===== config.mk =====
export PLATFORM = sky130hd
export DESIGN_NAME = supply_guard_seq
export DESIGN_NICKNAME = d
export VERILOG_FILES = /design/src/rtl/supply_guard_pkg.sv /design/src/rtl/hyst_detect.sv /design/src/rtl/dwell_timer.sv /design/src/rtl/supply_guard_seq.sv
export SDC_FILE = /design/constraint.sdc
export NUM_CORES = 1
export LEC_CHECK = 0
export BUFFER_PORTS_ARGS = -buffer_cell sky130_fd_sc_hd__buf_2
export CAP_MARGIN = 25
export CORE_MARGIN = 4
export CORE_UTILIZATION = 35
export CTS_BUF_LIST = sky130_fd_sc_hd__clkbuf_4
export DETAILED_ROUTE_END_ITERATION = 12
export PLACE_DENSITY = 0.58
export SETUP_SLACK_MARGIN = 0.5
export SKIP_CTS_REPAIR_TIMING = 1
export SLEW_MARGIN = 20
export SYNTH_ARGS = -nofsm -noshare
export SYNTH_HDL_FRONTEND = slang
export SYNTH_SLANG_ARGS = --single-unit

===== constraint.sdc =====
create_clock -name clk -period 3.6 [get_ports clk]
set_clock_uncertainty 0.2 [all_clocks]
set_input_delay 0.9 -clock clk [delete_from_list [all_inputs] [get_ports clk]]
set_output_delay 0.9 -clock clk [all_outputs]
set_load 0.1 [all_outputs]

===== src/rtl/supply_guard_pkg.sv =====
package supply_guard_pkg;
    // Which side of the threshold is the unsafe one.
    typedef enum logic {
        SIDE_LOW  = 1'b0,
        SIDE_HIGH = 1'b1
    } limit_side_e;
endpackage


===== src/rtl/hyst_detect.sv =====
module hyst_detect
    import supply_guard_pkg::*;
#(
    parameter int          W     = 16,
    parameter limit_side_e SIDE  = SIDE_LOW,
    parameter int          TRIP  = 3200,
    parameter int          CLEAR = 3250
) (
    input  logic         clk,
    input  logic         rst,
    input  logic [W-1:0] level,
    output logic         bad
);
    localparam logic [W-1:0] TRIP_L  = W'(TRIP);
    localparam logic [W-1:0] CLEAR_L = W'(CLEAR);

    typedef struct packed {
        logic tripped;
    } hd_state_t;

    hd_state_t st_d, st_q;
    logic trip_now, clear_now;

    generate
        if (SIDE == SIDE_HIGH) begin : g_high
            assign trip_now  = level > TRIP_L;
            assign clear_now = level < CLEAR_L;
        end else begin : g_low
            assign trip_now  = level < TRIP_L;
            assign clear_now = level > CLEAR_L;
        end
    endgenerate

    always_comb begin
        bad         = st_q.tripped ? !clear_now : trip_now;
        st_d        = st_q;
        st_d.tripped = bad;
    end

    always_ff @(posedge clk) begin
        if (rst) st_q.tripped <= 1'b1;
        else     st_q <= st_d;
    end
endmodule


===== src/rtl/dwell_timer.sv =====
module dwell_timer #(
    parameter int LIMIT = 16
) (
    input  logic clk,
    input  logic rst,
    input  logic clear,
    input  logic run,
    output logic done
);
    localparam int CW = $clog2(LIMIT + 1);
    localparam logic [CW-1:0] LIMIT_L = CW'(LIMIT);

    typedef struct packed {
        logic [CW-1:0] cnt;
    } dt_state_t;

    dt_state_t st_d, st_q;

    always_comb begin
        done = (st_q.cnt == LIMIT_L);
        st_d = st_q;
        if (clear)             st_d.cnt = '0;
        else if (run && !done) st_d.cnt = st_q.cnt + 1'b1;
    end

    always_ff @(posedge clk) begin
        if (rst) st_q.cnt <= '0;
        else     st_q <= st_d;
    end
endmodule


===== src/rtl/supply_guard_seq.sv =====
module supply_guard_seq
    import supply_guard_pkg::*;
#(
    parameter int VIN_W          = 16,
    parameter int TEMP_W         = 8,
    parameter int UV_MV          = 3250,
    parameter int UV_HYS_MV      = 50,
    parameter int OV_MV          = 6000,
    parameter int OV_HYS_MV      = 300,
    parameter int OT_C           = 125,
    parameter int OT_HYS_C       = 20,
    parameter int VALID_MV       = 1200,
    parameter int T_ON_CYCLES    = 12_500_000,
    parameter int T_START_CYCLES = 12_500_000
) (
    input  logic              clk,
    input  logic              rst,
    input  logic [VIN_W-1:0]  vin_mv,
    input  logic [TEMP_W-1:0] temp_c,
    input  logic              en_n,
    output logic              sw_on,
    output logic              flt_n
);
    localparam logic [VIN_W-1:0] VALID_L = VIN_W'(VALID_MV);

    logic uv_bad, ov_bad, ot_bad;
    logic all_good;
    logic settle_done, close_done, release_done;

    hyst_detect #(.W(VIN_W), .SIDE(SIDE_LOW),
                  .TRIP(UV_MV - UV_HYS_MV), .CLEAR(UV_MV)) uv_det_i (
        .clk(clk), .rst(rst), .level(vin_mv), .bad(uv_bad));

    hyst_detect #(.W(VIN_W), .SIDE(SIDE_HIGH),
                  .TRIP(OV_MV), .CLEAR(OV_MV - OV_HYS_MV)) ov_det_i (
        .clk(clk), .rst(rst), .level(vin_mv), .bad(ov_bad));

    hyst_detect #(.W(TEMP_W), .SIDE(SIDE_HIGH),
                  .TRIP(OT_C), .CLEAR(OT_C - OT_HYS_C)) ot_det_i (
        .clk(clk), .rst(rst), .level(temp_c), .bad(ot_bad));

    always_comb all_good = !(uv_bad || ov_bad || ot_bad);

    // Qualifies the conditions; gates the flag-release timer.
    dwell_timer #(.LIMIT(T_ON_CYCLES)) settle_tmr_i (
        .clk(clk), .rst(rst), .clear(!all_good), .run(1'b1), .done(settle_done));

    // Own settling window for the switch, restarted by the enable.
    dwell_timer #(.LIMIT(T_ON_CYCLES)) close_tmr_i (
        .clk(clk), .rst(rst), .clear(!all_good || en_n), .run(1'b1), .done(close_done));

    dwell_timer #(.LIMIT(T_START_CYCLES)) release_tmr_i (
        .clk(clk), .rst(rst), .clear(!all_good), .run(settle_done), .done(release_done));

    // Output gating is combinational so a fault acts in the sample cycle.
    always_comb begin
        sw_on = close_done && all_good && !en_n;
        flt_n = release_done && all_good && (vin_mv >= VALID_L);
    end
endmodule


==> results.md <==
* Global-route wire length before repair at 13.8 mm
* Number of levels the H-tree was split into at 3
* Vias at ~3.2k
* Area inside the core boundary at just over 10000 um^2
* Final number of setup-violating endpoints at 0
* Outcome: complete, no violations
* Routability congestion estimate at about 0.75
* Cells on worst reg2reg path at 6
* Fin util at 0.417
* Leading register cell type out of synthesis: dfxtp_1
* Async set-or-reset flop fraction in the synthesized netlist at 0
* Worst vdd ir at 0.205 mV
* Max transition margin at 0.414
* Yosys reg bits at 75
* Post-DRT Antenna Nets at 0
* Mapped cell area at 3740 um^2
* Clock tree from TritonCTS: built
* Pre-CTS setup slack at 11.1 ps
* Post-DP HPWL at 5.52 mm
* Floorplan die height at 111 um
* Detailed-route vias per instance at 5.18
* Arrival time of data at the critical path endpoint at 2500 ps
* Xor and xnor area share after synthesis at 0.110
* Area occupied by multi-input gates at 2160 um^2
* Final #Nets at 518
* Max-cap violations at 0
* Seq pwr share at 0.548
* Total routing resource utilization after global routing at 0.131
* Maximum number of pins on one net before global-route repair at 49
* Clock buffers created by TritonCTS at 9
* Setup repair after global routing missed its margin: true
* Register area share after synthesis at 0.402
* Min Tclk post-route at 3600 ps
* FP Rows at 37
* Boundary pin count at 29
* Post-Syn Area per Cell at 8.32 um^2
* Clock Pin Slew Worst Setup and Hold Paths at 110 ps
* Switching Share at 0.210
* Compound-cell area share of the yosys netlist at 0.106
* Largest driver fanout on the critical path at 2
* Ratio of cells with drive above 1 in the final layout at 0.131
* Fin cells at approximately 630
* Destination of the worst register-to-register timing path: release_tmr_i.st_q[12]
* Die Width at 111 um
* Share of power burned in combinational logic at 0.030
* Fmax achieved at about 0.28 GHz
* P_sw at 0.318 mW
* FF-to-FF Start: settle_tmr_i.st_q[7]
* Post-placement cell count at 608
* Routed length per instance at 12.6 um
* Internal Power at 1.20 mW
* CP Launch Type: input port
* # clock sinks at 75
* Category of the most critical setup path: input port to output port
* Starting density of the core at 0.360
* Final count of pins violating max slew at 0
* Number of different library cells in the post-synthesis netlist at 50
* Number of enable-type register cells in the synthesized netlist at 0
* Pwr dens at 351 nW/um^2
* Grt ovf at 0
* Lkg Pwr at 1.28 nW
* Number of global-route vias before repair at slightly above 3k
* Final clock period utilization by the worst path at 0.999
* Highest-count cells in the layout ignoring fill and taps: dfxtp_1, nor2_1, nand2_1
* Clk pwr share at 0.421
* Leading cell type in the layout, fill and taps excluded: dfxtp_1
* Clock root buffer: clkbuf_4
* Hold violation total from the final report at 0
* Ys Warns at 0
* Flop-to-flop setup slack at 950 ps
* Post-layout worst setup margin at 3.96 ps
* Transition at the pin with the smallest max-transition slack at 871 ps
* Largest family of logic cells by synthesized area: simple AND/OR/NAND/NOR gates
* Synthesized-area fraction occupied by and/or/nand/nor cells at 0.324
* Total area of sequential cells at between 1500 and 2000 um^2
* Syn Inst Count at 449
* Count of input and output buffers at 28
* DR DRC count at 0
* Beginning of the critical path: vin_mv[4]
* Hold Crit Endpoint: release_tmr_i.st_q[23]
* Multiplexer share of the synthesized area at 0.00536
* Post-Route Hold Slack at about 290 ps
* Area added between synthesis and finish at 15.7%
* Arithmetic-cell share of the synthesized area counting full adders, half adders and majority gates at 0.0201
* Worst Hold Launch: release_tmr_i.st_q[23]
* Synth Net Count at 482
* Clock latency of the later-clocked register in the worst-skew pair at 420 ps
* Die Outline Area at approximately 12000 um^2
* Worst setup EP type: output port
* Count of TritonRoute iterations in the first routing pass at 4
* Wire length reported by the detailed router at 7.87 mm
* Worst min-delay path category: flip-flop to flip-flop
* Violation count after the first detailed-route iteration at between 200 and 250
* Antenna violations before repair at 0
* Depth of the worst hold-timing path at 2
* Layout filler cell count at approximately 1.0k
* Number of inserted diodes at 0
* Buffer levels on the longest clock path at 2
* Total power at around 1.5 mW
* Data required time of the worst path at 2500 ps
layout make-up:
class                           instances  share of cell area
Multi-Input combinational cell        347               0.499
Sequential cell                        75               0.348
Timing Repair Buffer                   36              0.0590
Tap cell                              136              0.0394
Clock inverter                          7              0.0246
Clock buffer                            9              0.0156
Inverter                               16              0.0139
sequential cells by signal, indices dropped and copies added, names as in the netlist:
signal and count:
ot_det_i.st_q 1, close_tmr_i.st_q 24, uv_det_i.st_q 1, settle_tmr_i.st_q 24
ov_det_i.st_q 1, release_tmr_i.st_q 24
cell usage after synthesis (all sizes together) (2+ instances only):
master   n  area share
and3    10       0.017
ha       6       0.020
o211ai   2      0.0040
nor2    68       0.068
a21oi   24       0.032
nor4b    5       0.012
mux2i    2      0.0054
o41ai    2      0.0047
inv     16       0.016
or3     12       0.022
nand4   18       0.030
xor2    21       0.049
a21o     2      0.0040
dfxtp   75        0.40
clkbuf  11       0.016
a211o    2      0.0070
o31ai    7       0.014
nor3    11       0.015
nor4    10       0.017
nand4b   2      0.0047
or4      7       0.014
nand2   34       0.034
nor4bb   2      0.0054
xnor2   26       0.061
nand3b   3      0.0060
nand3   30       0.040
nand2b   3      0.0050
and4     5       0.012
and2     3      0.0050
o21ai   14       0.019
or4b     3      0.0090
worst max-delay path by stage:
stage                       end  slack [ps]  cells after the start
after floorplan           flt_n        -330                      5
after global placement    flt_n          20                      7
after detailed placement  flt_n          10                      7
after CTS                 sw_on        -110                      5
after global routing      flt_n         -50                      7
final                     flt_n           4                      7
layer usage:
layer	global-route usage	part of all wire
met1	0.160	0.48
met5	0	0
met4	0.0397	0.0094
met2	0.220	0.47
met3	0.0418	0.043
kinds of logic (layout without fill, tap and decap cells):
group	Yosys count	in the layout
AO/OA/AOI/OAI	62	62
XOR/XNOR	47	47
adder cells (fa/ha/maj)	6	6
buffers and inverters	27	68
flip-flops	75	75
multiplexers	2	2
AND/OR/NAND/NOR	230	230
power by group through the flow:
stage | Combinational (mW) | Sequential, mW | Clock, mW
after CTS | 0.0424 | 0.832 | 0.662
after floorplan | 0.0173 | 0.851 | 0
final | 0.0458 | 0.831 | 0.639
after detailed placement | 0.0420 | 0.851 | 0
after global placement | 0.0416 | 0.851 | 0
after global routing | 0.0508 | 0.832 | 0.687
per-stage QoR:
step	setup TNS, ps	instance area [um^2]
CTS	-111	4280
finish	0	4320
detailed placement	0	4110
floorplan	-560	3770
global placement	0	4110
global route	-52.3	4320
worst max-delay path: stages:
cell and delay, ps:
buf_6 90, o41a_1 410, o21a_1 170, o211ai_1 240, nand3_2 170, a311oi_4 290
buf_12 220
(Power assumes the default switching activity.)
